File: src/rtl/irqp_pkg.sv
package irqp_pkg;

  // Index of each pin inside the bundled synchronizer vector
  localparam int PIN_NMI   = 0;
  localparam int PIN_IRQ   = 1;
  localparam int PIN_COUNT = 2;

  // Decision made at an instruction boundary
  typedef enum logic [1:0] {
    KIND_NONE = 2'd0,
    KIND_IRQ  = 2'd1,
    KIND_NMI  = 2'd2
  } int_kind_e;

endpackage

File: src/rtl/irqp_sync.sv
module irqp_sync #(
  parameter int               WIDTH   = 2,
  parameter int               STAGES  = 2,
  parameter logic [WIDTH-1:0] RST_VAL = '1
) (
  input  logic             clk,
  input  logic             rst_n,
  input  logic [WIDTH-1:0] d,
  output logic [WIDTH-1:0] q
);

  logic [WIDTH-1:0] stg [STAGES];

  // Plain flop chain; every bit resets to its inactive level
  always_ff @(posedge clk or negedge rst_n) begin
    if (!rst_n) begin
      for (int k = 0; k < STAGES; k++) stg[k] <= RST_VAL;
    end else begin
      stg[0] <= d;
      for (int k = 1; k < STAGES; k++) stg[k] <= stg[k-1];
    end
  end

  assign q = stg[STAGES-1];

endmodule

File: src/rtl/irqp_nmi_edge.sv
module irqp_nmi_edge (
  input  logic clk,
  input  logic rst_n,
  input  logic line_n,   // synchronized, active low
  input  logic ack,
  output logic pend,
  output logic fall
);

  logic prev_n;

  always_ff @(posedge clk or negedge rst_n) begin
    if (!rst_n) prev_n <= 1'b1;
    else        prev_n <= line_n;
  end

  // A single cycle marker for the high-to-low step only
  assign fall = prev_n & ~line_n;

  // A set takes precedence over a same-cycle acknowledge
  always_ff @(posedge clk or negedge rst_n) begin
    if (!rst_n)   pend <= 1'b0;
    else if (fall) pend <= 1'b1;
    else if (ack)  pend <= 1'b0;
  end

endmodule

File: src/rtl/irqp_irq_level.sv
module irqp_irq_level (
  input  logic line_n,   // synchronized, active low
  input  logic mask,
  output logic req
);

  // No storage: the request follows the line while unmasked
  assign req = ~line_n & ~mask;

endmodule

File: src/rtl/irqp_poll_arb.sv
module irqp_poll_arb
  import irqp_pkg::*;
(
  input  logic poll,
  input  logic nmi_pend,
  input  logic irq_req,
  output logic take_nmi,
  output logic take_irq
);

  int_kind_e kind;

  always_comb begin
    kind = KIND_NONE;
    if (poll) begin
      if (nmi_pend)     kind = KIND_NMI;
      else if (irq_req) kind = KIND_IRQ;
    end
  end

  assign take_nmi = (kind == KIND_NMI);
  assign take_irq = (kind == KIND_IRQ);

endmodule

File: src/rtl/irq_poll_unit.sv
module irq_poll_unit
  import irqp_pkg::*;
#(
  parameter int SYNC_STAGES = 2
) (
  input  logic clk,
  input  logic rst_n,
  input  logic nmi_n,
  input  logic irq_n,
  input  logic irq_mask,
  input  logic insn_last,
  input  logic nmi_ack,
  output logic take_nmi,
  output logic take_irq
);

  logic [PIN_COUNT-1:0] pin_raw;
  logic [PIN_COUNT-1:0] pin_s;
  logic nmi_s;
  logic irq_s;
  logic nmi_pend;
  logic nmi_fall;
  logic irq_req;

  always_comb begin
    pin_raw          = '1;
    pin_raw[PIN_NMI] = nmi_n;
    pin_raw[PIN_IRQ] = irq_n;
  end

  irqp_sync #(
    .WIDTH  (PIN_COUNT),
    .STAGES (SYNC_STAGES),
    .RST_VAL('1)
  ) u_sync (
    .clk  (clk),
    .rst_n(rst_n),
    .d    (pin_raw),
    .q    (pin_s)
  );

  assign nmi_s = pin_s[PIN_NMI];
  assign irq_s = pin_s[PIN_IRQ];

  irqp_nmi_edge u_nmi (
    .clk   (clk),
    .rst_n (rst_n),
    .line_n(nmi_s),
    .ack   (nmi_ack),
    .pend  (nmi_pend),
    .fall  (nmi_fall)
  );

  irqp_irq_level u_irq (
    .line_n(irq_s),
    .mask  (irq_mask),
    .req   (irq_req)
  );

  irqp_poll_arb u_arb (
    .poll    (insn_last),
    .nmi_pend(nmi_pend),
    .irq_req (irq_req),
    .take_nmi(take_nmi),
    .take_irq(take_irq)
  );

endmodule

File: config.mk
export PLATFORM = sky130hd
export DESIGN_NAME = irq_poll_unit
export DESIGN_NICKNAME = d
export VERILOG_FILES = /design/src/rtl/irqp_pkg.sv /design/src/rtl/irqp_sync.sv /design/src/rtl/irqp_nmi_edge.sv /design/src/rtl/irqp_irq_level.sv /design/src/rtl/irqp_poll_arb.sv /design/src/rtl/irq_poll_unit.sv
export SDC_FILE = /design/constraint.sdc
export NUM_CORES = 1
export LEC_CHECK = 0
export BUFFER_PORTS_ARGS = -buffer_cell sky130_fd_sc_hd__buf_2
export CAP_MARGIN = 5
export CORE_AREA = 3 3 40 42
export CTS_BUF_LIST = sky130_fd_sc_hd__clkbuf_4 sky130_fd_sc_hd__clkbuf_8 sky130_fd_sc_hd__clkbuf_16
export DETAILED_ROUTE_END_ITERATION = 16
export DIE_AREA = 0 0 43 45
export SLEW_MARGIN = 30
export SYNTH_ARGS = -nofsm -noshare
export SYNTH_HDL_FRONTEND = slang
export SYNTH_SLANG_ARGS = --single-unit
File: constraint.sdc
create_clock -name clk -period 2.2 [get_ports clk]
set_clock_uncertainty 0.2 [all_clocks]
set_input_delay 0.22 -clock clk [delete_from_list [all_inputs] [get_ports clk]]
set_output_delay 0.22 -clock clk [all_outputs]
set_load 0.02 [all_outputs]
==> impl_metrics.yaml <==
drt:
  wl_um: 332
  avgViaCountPerCell: 3.02
  dr.pass1.iters: 2
  drt_iter0_markers: 2
  drc: 0
  postRouteAntennaNets: 0
  vias: 127
  avgRoutedWirePerCell_um: 7.90
synthesis:
  synth_top_family_by_area: "simple AND/OR/NAND/NOR gates"
  synth_compound_area_frac: 0.0327
  synth_adder_area_share: 0
  syn_avg_cell_area_um2: 17.4
  ys_types: 6
  synthCells: 11
  ys_warn_count: 0
  synth_nets: 18
  synth_seq_area_share: 0.817
  synth_simple_gate_area_share: 0.111
  ys_ff_latch: 6
  yosys.area_share.xor_xnor: 0
  synth_mux_area_frac: 0
  netlist_area_um2: 191
global_routing:
  grt_pass1_vias: 149
  grt_usage: 0.0487
  grt_max_degree: 7
  grt_pass1_wl_um: 572
  antenna_found_initial: 0
  gr-total-overflow: 0
setup_path:
  critPathSlowestCell: "dfrtp_1"
  r2r_end: "u_nmi.pend$_DFFE_PN0P_"
  critPathRequiredTime_ps: 1780
  worstPathArrival_ps: 1030
  critPathBufInv: 1
  crit_start: "u_nmi.pend$_DFFE_PN0P_"
  worst-path-stages: 2
  rr_worst_depth: 2
  r2r_setup_slack_ps: 1280
  crit_type: "reg -> out"
  endpoint_kind: "output pin"
  regToRegStartpoint: "u_nmi.prev_n$_DFF_PN1_"
  crit_path_end: "take_irq"
  path_cells: "nor4b_2, buf_2"
  crit_fanout: 3
  cp-start-kind: "flip-flop"
  slowest_delay_ps: 390
  crit_family: "flip-flops"
layout:
  syn_to_final_growth_pct: 67.3
  most-common-layout-cells: "buf_2, dfstp_2, clkbuf_4, dlygate4sd3_1, inv_1"
  drive_above_1_share: 0.667
  multiInputGateArea_um2: 27.5
  postLayoutCellArea_um2: 320
  layout.area.seq_um2: 156
  layout_commonest_cell: "buf_2"
  instances_no_fill: 42
  fin_nets: 35
  antennaDiodeCount: 0
  fill_cells: 126
clock_network:
  clk_latency_ps: 240
  cts.htree.levels: 1
  cts_buffers: 3
  cts_buffer_depth: 2
  clock-root-buffer: "clkbuf_4"
  numClockSinks: 6
  tritoncts: "yes"
  post_cts_buffers: 0
  clk_pin_slew_worst_paths_ps: 50
placed_design:
  dp_cells: 34
  portBuffers: 8
  dpl-instance-area_um2: 250
  place_congestion: 0.596
  pre_cts_slack_ps: 1010
sta:
  fin_setup_tns_ps: 0
  setup_ws_ps: 752
  worstMarginPinSlew_ps: 170
  maxSlewHeadroom: 0.887
  finalSetupViolCount: 0
  drv_slew: 0
  fmax_mhz: 691
  rsz0062_at_grt: "false"
  min_period_ps: 1450
  final_hold_viol_count: 0
  fin_crit_sh: 0.658
power_and_ir_drop:
  p_leak_nw: 0.150
  p_int_uw: 214
  switchingPower_uw: 50.8
  seqPwrFrac: 0.467
  irDropWorstVdd_mv: 0.380
  switching_share: 0.192
  combPwrFrac: 0.078
  powerDensity_nw_per_um2: 826
  pwr-share-clk: 0.455
floorplanning:
  die_x_um: 43
  core_um2: 1280
  rows: 13
  dieHeight_um: 45
  design.die.area_um2: 1940
  ioPinCount: 9
  initial_core_util: 0.149
run_status:
  status: "complete, no violations"
run:
  drv_cap: 0
min_path:
  holdCritPathClass: "in -> async"
-- stage by stage --
stage                     hold slack (ps)  total power, mW   util
after floorplan                      -276            0.131      -
after detailed placement             -154            0.140  0.195
after CTS                             113            0.273  0.249
after global routing                  129            0.286  0.249
after global placement               -153            0.140  0.195
final                                 117            0.264  0.249
-- power groups by stage --
stage	Combinational, mW	Sequential, mW	Clock [mW]
detailed placement	0.0153	0.125	0
floorplan	0.00619	0.124	0
CTS	0.0209	0.124	0.128
global route	0.0230	0.124	0.139
global placement	0.0152	0.125	0
finish	0.0206	0.124	0.120
-- kinds of logic after synthesis --
kind of cell           after synthesis
buffers and inverters                2
AND/OR/NAND/NOR                      2
AO/OA/AOI/OAI                        1
flip-flops                           6
-- worst min path at each step --
stage | from | cells past startpoint | endpoint | slack (ps)
2_1_floorplan | rst_n | 0 | u_nmi.pend$_DFFE_PN0P_ | -280
3_3_place_gp | rst_n | 1 | u_nmi.pend$_DFFE_PN0P_ | -150
3_5_place_dp | rst_n | 1 | u_nmi.pend$_DFFE_PN0P_ | -150
4_1_cts | rst_n | 2 | u_nmi.pend$_DFFE_PN0P_ | 110
5_1_grt | rst_n | 2 | u_nmi.pend$_DFFE_PN0P_ | 130
6_report | rst_n | 2 | u_nmi.pend$_DFFE_PN0P_ | 120
-- area by class of cell --
cell class	instances	share of cell area
Tap cell	15	0.0586
Clock buffer	4	0.0938
Inverter	2	0.0234
Multi-Input combinational cell	3	0.0859
Sequential cell	6	0.488
Timing Repair Buffer	12	0.250
-- synthesized netlist by cell type --
| cell type | number | area share |
|---|---|---|
| dfstp_2 | 5 | 0.69 |
| inv_1 | 2 | 0.039 |
| o22ai_1 | 1 | 0.033 |
| nor4b_2 | 1 | 0.078 |
| dfrtp_1 | 1 | 0.13 |
| and2_1 | 1 | 0.033 |
-- worst reg2reg max path: cells and delay by family, from the launching register on --
kind / cells / cell delay (ps)
buffers and inverters: 1 / 30
AOI/OAI and AO/OA: 1 / 120
DFF: 1 / 500
-- repair_timing --
action | 4_1_cts | 5_1_grt
hold buffers | 4 | 0
hold endpoints to repair | 9 | 0
gates resized for setup | 0 | 0
-- per-layer routing --
layer / GRT usage / vias up / wire length, um / share of wire
met1: 0.0446 / 49 / 159 / 0.48
met3: 0.0717 / 0 / 75 / 0.23
met5: 0 / - / 0 / 0
met2: 0.0479 / 11 / 97 / 0.29
li1: - / 67 / - / -
met4: 0.0361 / 0 / 0 / 0
-- flip-flops by register name, indices dropped and copies added (netlist names) --
register      count
u_sync.stg        2
u_nmi.prev_n      1
u_sync.q          2
u_nmi.pend        1
(Power assumes the default switching activity.)
